`config.mk`:
```
export PLATFORM = sky130hd
export DESIGN_NAME = led_pwm_array
export DESIGN_NICKNAME = d
export VERILOG_FILES = /design/src/rtl/led_pwm_pkg.sv /design/src/rtl/led_pwm_counter.sv /design/src/rtl/led_pwm_regs.sv /design/src/rtl/led_pwm_channel.sv /design/src/rtl/led_pwm_array.sv
export SDC_FILE = /design/constraint.sdc
export NUM_CORES = 1
export LEC_CHECK = 0
export ABC_AREA = 1
export BUFFER_PORTS_ARGS = -buffer_cell sky130_fd_sc_hd__buf_2
export CORE_MARGIN = 5
export CORE_UTILIZATION = 66
export CTS_CLUSTER_SIZE = 28
export DETAILED_ROUTE_END_ITERATION = 6
export GPL_ROUTABILITY_DRIVEN = 0
export PLACE_DENSITY = 0.85
export SLEW_MARGIN = 10
export SYNTH_ARGS = -nofsm -noshare
export SYNTH_HDL_FRONTEND = slang
export SYNTH_SLANG_ARGS = --single-unit
```
`constraint.sdc`:
```
create_clock -name clk -period 3.3 [get_ports clk]
set_input_delay 0.165 -clock clk [delete_from_list [all_inputs] [get_ports clk]]
set_output_delay 0.165 -clock clk [all_outputs]
set_load 0.005 [all_outputs]
```
`src/rtl/led_pwm_pkg.sv`:
```
package led_pwm_pkg;

   // Source of the effective code for one channel.
   typedef enum logic {
      SRC_OWN    = 1'b0,
      SRC_SHARED = 1'b1
   } led_src_e;

   // Address width for the channel codes plus the shared code and the select mask.
   function automatic int reg_addr_width(input int num_ch);
      return $clog2(num_ch + 2);
   endfunction

endpackage

```
`src/rtl/led_pwm_counter.sv`:
```
module led_pwm_counter #(
   parameter int STEP_W = 8
) (
   input  logic              clk,
   input  logic              rst_n,
   input  logic              en,
   output logic [STEP_W-1:0] step,
   output logic              wrap
);
   localparam logic [STEP_W-1:0] LAST_STEP = '1;

   always_ff @(posedge clk or negedge rst_n) begin
      if (!rst_n) begin
         step <= '0;
      end else if (!en) begin
         step <= '0;
      end else begin
         step <= step + 1'b1;
      end
   end

   assign wrap = (step == LAST_STEP);
endmodule

```
`src/rtl/led_pwm_regs.sv`:
```
module led_pwm_regs #(
   parameter int NUM_CH  = 4,
   parameter int RATIO_W = 8,
   parameter int ADDR_W  = 3
) (
   input  logic                            clk,
   input  logic                            rst_n,
   input  logic                            wr_en,
   input  logic [ADDR_W-1:0]               wr_addr,
   input  logic [RATIO_W-1:0]              wr_data,
   output logic [NUM_CH-1:0][RATIO_W-1:0]  own_code,
   output logic [RATIO_W-1:0]              shared_code,
   output logic [NUM_CH-1:0]               use_shared
);
   localparam logic [ADDR_W-1:0] SHARED_ADDR = ADDR_W'(NUM_CH);
   localparam logic [ADDR_W-1:0] SELECT_ADDR = ADDR_W'(NUM_CH + 1);

   for (genvar g = 0; g < NUM_CH; g++) begin : g_own
      always_ff @(posedge clk or negedge rst_n) begin
         if (!rst_n) begin
            own_code[g] <= '0;
         end else if (wr_en && (wr_addr == ADDR_W'(g))) begin
            own_code[g] <= wr_data;
         end
      end
   end

   always_ff @(posedge clk or negedge rst_n) begin
      if (!rst_n) begin
         shared_code <= '0;
         use_shared  <= '0;
      end else if (wr_en) begin
         if (wr_addr == SHARED_ADDR) begin
            shared_code <= wr_data;
         end
         if (wr_addr == SELECT_ADDR) begin
            use_shared <= wr_data[NUM_CH-1:0];
         end
      end
   end
endmodule

```
`src/rtl/led_pwm_channel.sv`:
```
module led_pwm_channel #(
   parameter int RATIO_W = 8
) (
   input  logic               clk,
   input  logic               rst_n,
   input  logic               en,
   input  logic               load,
   input  logic [RATIO_W-1:0] own_code,
   input  logic [RATIO_W-1:0] shared_code,
   input  led_pwm_pkg::led_src_e src,
   input  logic [RATIO_W-1:0] step,
   output logic [RATIO_W-1:0] shadow,
   output logic               sink
);
   localparam logic [RATIO_W-1:0] FULL_ON = '1;

   logic [RATIO_W-1:0] next_code;

   always_comb begin
      next_code = (src == led_pwm_pkg::SRC_SHARED) ? shared_code : own_code;
   end

   always_ff @(posedge clk or negedge rst_n) begin
      if (!rst_n) begin
         shadow <= '0;
      end else if (load) begin
         shadow <= next_code;
      end
   end

   assign sink = en && ((shadow == FULL_ON) || (step < shadow));
endmodule

```
`src/rtl/led_pwm_array.sv`:
```
module led_pwm_array #(
   parameter int NUM_CH  = 4,
   parameter int RATIO_W = 8,
   parameter int ADDR_W  = led_pwm_pkg::reg_addr_width(NUM_CH)
) (
   input  logic               clk,
   input  logic               rst_n,
   input  logic               en,
   input  logic               wr_en,
   input  logic [ADDR_W-1:0]  wr_addr,
   input  logic [RATIO_W-1:0] wr_data,
   output logic [NUM_CH-1:0]  sink_on
);
   if (NUM_CH < 1) begin : g_bad_ch
      $error("led_pwm_array: NUM_CH must be at least 1");
   end
   if (NUM_CH > RATIO_W) begin : g_bad_mask
      $error("led_pwm_array: select mask must fit in one data word");
   end
   if (RATIO_W < 2) begin : g_bad_w
      $error("led_pwm_array: RATIO_W must be at least 2");
   end
   if (ADDR_W < led_pwm_pkg::reg_addr_width(NUM_CH)) begin : g_bad_aw
      $error("led_pwm_array: ADDR_W too narrow for the register map");
   end

   logic [RATIO_W-1:0]              cnt_q;
   logic                            wrap_w;
   logic [NUM_CH-1:0][RATIO_W-1:0]  own_w;
   logic [RATIO_W-1:0]              shared_w;
   logic [NUM_CH-1:0]               sel_w;
   logic [NUM_CH-1:0][RATIO_W-1:0]  shadow_w;
   logic                            load_w;

   led_pwm_counter #(.STEP_W(RATIO_W)) ctr_i (
      .clk   (clk),
      .rst_n (rst_n),
      .en    (en),
      .step  (cnt_q),
      .wrap  (wrap_w)
   );

   led_pwm_regs #(.NUM_CH(NUM_CH), .RATIO_W(RATIO_W), .ADDR_W(ADDR_W)) regs_i (
      .clk         (clk),
      .rst_n       (rst_n),
      .wr_en       (wr_en),
      .wr_addr     (wr_addr),
      .wr_data     (wr_data),
      .own_code    (own_w),
      .shared_code (shared_w),
      .use_shared  (sel_w)
   );

   // Shadows follow their source while idle and latch only at the period wrap.
   assign load_w = !en || wrap_w;

   for (genvar g = 0; g < NUM_CH; g++) begin : g_ch
      led_pwm_channel #(.RATIO_W(RATIO_W)) ch_i (
         .clk         (clk),
         .rst_n       (rst_n),
         .en          (en),
         .load        (load_w),
         .own_code    (own_w[g]),
         .shared_code (shared_w),
         .src         (led_pwm_pkg::led_src_e'(sel_w[g])),
         .step        (cnt_q),
         .shadow      (shadow_w[g]),
         .sink        (sink_on[g])
      );
   end
endmodule

```
==> impl_results.md <==
- Outcome: finished with violations
- Violations in the final reports: hold timing
- Net switching power of the design: 0.8919 mW
- Inserted Clock Buffers: 9
- Clock input transition at the sequential cells of the worst setup and hold paths: 0.08 ns
- Number of iterations in the first detailed-routing pass: 5
- Sw Ratio: 0.3129
- Number of synthesized register bits: 84
- Diode count: 0
- Largest net degree at the start of global routing: 85
- Critical path arrival: 2.50 ns
- Final Routed Wirelength: 9575 um
- Sum Neg Setup Slack: 0 ns
- # DRC: 0
- Hold/Removal Path Class: in2async
- Fraction of final layout cells with drive strength greater than 1: 0.1312
- Count of pins on the block boundary: 19
- Post-synthesis cell area: 0.004486 sq mm
- Final period utilization: 0.6683
- Area share of the leading cell type in the synthesized netlist: 0.4686
- Final setup violation count: 0
- Measured slew at the worst slew-check pin: 1.022 ns
- DR top layer: met4
- Critical Path Source Type: flop
- Wire length on met2: 4496 um
- Overall die width: 92.44 um
- Number of setup buffers added after CTS: 0
- Yosys Warn Count: 0
- Drt wl/cell: 15.42 um
- Placeable Area: 0.006719 sq mm
- Leakage: 2.559 nW
- Final WS setup: 1.095 ns
- Placed cells: 605
- Crit Path Category: reg2reg
- Clock tree from TritonCTS: yes
- Final layout net count: 580
- Length of routed met3 wiring: 392 um
- Dominant cells by area after synthesis: dfrtp_1, nand2_1, ha_1
- Count of max-cap constraint violations: 0
- Layout overhead on the synthesized area: 6.220%
- Count of vias placed by the detailed router: 3463
- Cell Int Power: 1.958 mW
- Post-route non-filler standard cell count: 621
- Summed area of non-filler cells in the final layout: 0.004765 sq mm
- Post-placement cell area: 0.004548 sq mm
- Final worst clock skew: 0.007968 ns
- Min Hold Slack: -0.02034 ns
- Hold-fix buffers at CTS: 0
- Max VDD drop: 412.9 uV
- M1 wire length: 4435 um
- Sinks on the clock net: 84
- Library cell with the largest summed area after synthesis: dfrtp_1
- Commonest cells after routing, fill and taps aside: nand2_1, dfrtp_1, inv_1, o21ai_0, nand3_1
- Critical Path End Type: flop
- Vias in the first global route: 3483
- Final Critical Period: 2.205 ns
- Leftover overflow at the end of global routing: 0
- First-pass GRT wire length: 16580 um
- Worst-case clock buffer depth: 2
- Relative slew slack: 0.3184
- Endpoints failing hold: 24
- Critical path peak fanout: 33
- Share of synthesized area occupied by flip-flops and latches: 0.4686
- Net count after synthesis: 574
- Commonest non-fill, non-tap cell in the layout: nand2_1
- Global Route Usage Sum: 0.2452
- Starting DRT DRC Count: 306
- Chip Height: 92.44 um
- Mapped Avg Cell Area: 8.463 sq um
- Number of antenna violations at the first check in global routing: 0
- Effective utilization at floorplan: 0.6676
- Number of distinct library cells after synthesis: 23
- Number of max-slew violations in the final report: 0
- Finished Core Util: 0.7091
- Clk network pwr share: 0.283
- Pre-CTS worst setup slack: 1.140 ns
- Filler cell count in the final layout: 531
- Unrepaired setup endpoints after global routing: no
- Total of cells resized after clock tree synthesis: 0
- Input/output buffers: 18
- Site Rows: 30
- Syn Inst Count: 530
- Required time at the endpoint of the critical path: 3.60 ns
- Antenna Violating Nets Remaining: 0
- Share of power burned in combinational logic: 0.226
- Die Outline Area: 0.008545 sq mm
- Vias/cell: 5.576
- Cell area power density: 598.2 mW/mm^2
- Clock root buffer master: clkbuf_8
- Latest clock arrival within the worst-skew pair: 0.36 ns
- Placed wire-length estimate after detailed placement: 6659 um
- Proportion of power drawn by flip-flops and latches: 0.492
- Peak clock frequency supported by timing: 453.4 MHz
- H-Tree Depth: 3
==> critical path: stages, from the launching register on <==
cell,delay (ns)
dfrtp_1,0.46
ha_1,0.20
nand2_1,0.08
inv_2,0.08
nand3_2,0.08
nor3_2,0.18
nand2_2,0.40
nand2_4,0.43
nand2_1,0.13
nand2_1,0.09
==> cells in the mapped netlist <==
master	n
dfrtp_1	84
nor4_1	2
nand3_2	1
nor3_1	9
buf_4	4
buf_6	3
inv_1	58
nor2_2	1
buf_2	5
nor3_2	1
nand2_4	1
inv_2	1
a21oi_1	15
nor2_1	19
o21ai_0	47
nand2_2	1
nand4_1	2
clkbuf_1	8
ha_1	29
buf_1	3
nand2_1	166
mux2_2	32
nand3_1	38
==> final timing paths <==
check,from,end,slack (ns),depth (start not counted)
hold reg to reg,regs_i.own_code[27],regs_i.own_code[27],0.49,2
setup reg to reg,ctr_i.step[1],g_ch[2].ch_i.shadow[3],1.09,9
min in group clk,wr_data[7],regs_i.own_code[23],0.12,3
setup / recovery,ctr_i.step[1],g_ch[2].ch_i.shadow[3],1.09,9
hold / removal,rst_n,ctr_i.step[4],-0.02,1
max in group asynchronous,rst_n,regs_i.own_code[6],2.67,1
==> area by class of cell <==
| type | count | area, sq um | share of cell area |
|---|---|---|---|
| clock inverters | 5 | 75.07 | 0.01576 |
| flip-flops and latches | 84 | 2102 | 0.4412 |
| well taps | 80 | 100.1 | 0.02101 |
| repair buffers | 18 | 92.59 | 0.01943 |
| inverters | 59 | 221.5 | 0.04648 |
| clock buffers | 11 | 141.4 | 0.02967 |
| multi-input cells | 364 | 2032 | 0.4265 |
==> metrics by stage <==
| stage | power, mW | hold WS [ns] |
|---|---|---|
| detailed placement | 2.051 | 0.4031 |
| global route | 3.040 | 0.06717 |
| floorplan | 1.858 | -0.1306 |
| finish | 2.850 | -0.02034 |
| CTS | 2.856 | 0.01245 |
| global placement | 2.011 | 0.4013 |
==> cells by family after synthesis <==
| kind of cell | share of synthesized area |
|---|---|
| buffers and inverters | 0.07838 |
| multiplexers | 0.08034 |
| flip-flops | 0.4686 |
| AND/OR/NAND/NOR | 0.2226 |
| AO/OA/AOI/OAI | 0.06918 |
| adder cells (fa/ha/maj) | 0.08089 |
==> sequential cells by signal (all words and copies together) (netlist names) <==
register	flops
g_ch.ch_i.shadow	32
regs_i.shared_code	8
regs_i.use_shared	4
ctr_i.step	8
regs_i.own_code	32
==> metal layers <==
metal / GRT usage / up-vias
li1: - / 1715
met3: 0.04955 / 18
met2: 0.3795 / 77
met4: 0.1015 / 0
met1: 0.3382 / 1653
met5: 0 / -
==> power by group through the flow <==
stage	logic (mW)	registers, mW	clock network (mW)
floorplan	0.522	1.34	0
detailed placement	0.637	1.41	0
CTS	0.647	1.40	0.813
global route	0.752	1.42	0.865
global placement	0.609	1.40	0
finish	0.643	1.40	0.806
No activity file was read; power rests on OpenSTA's default activity.
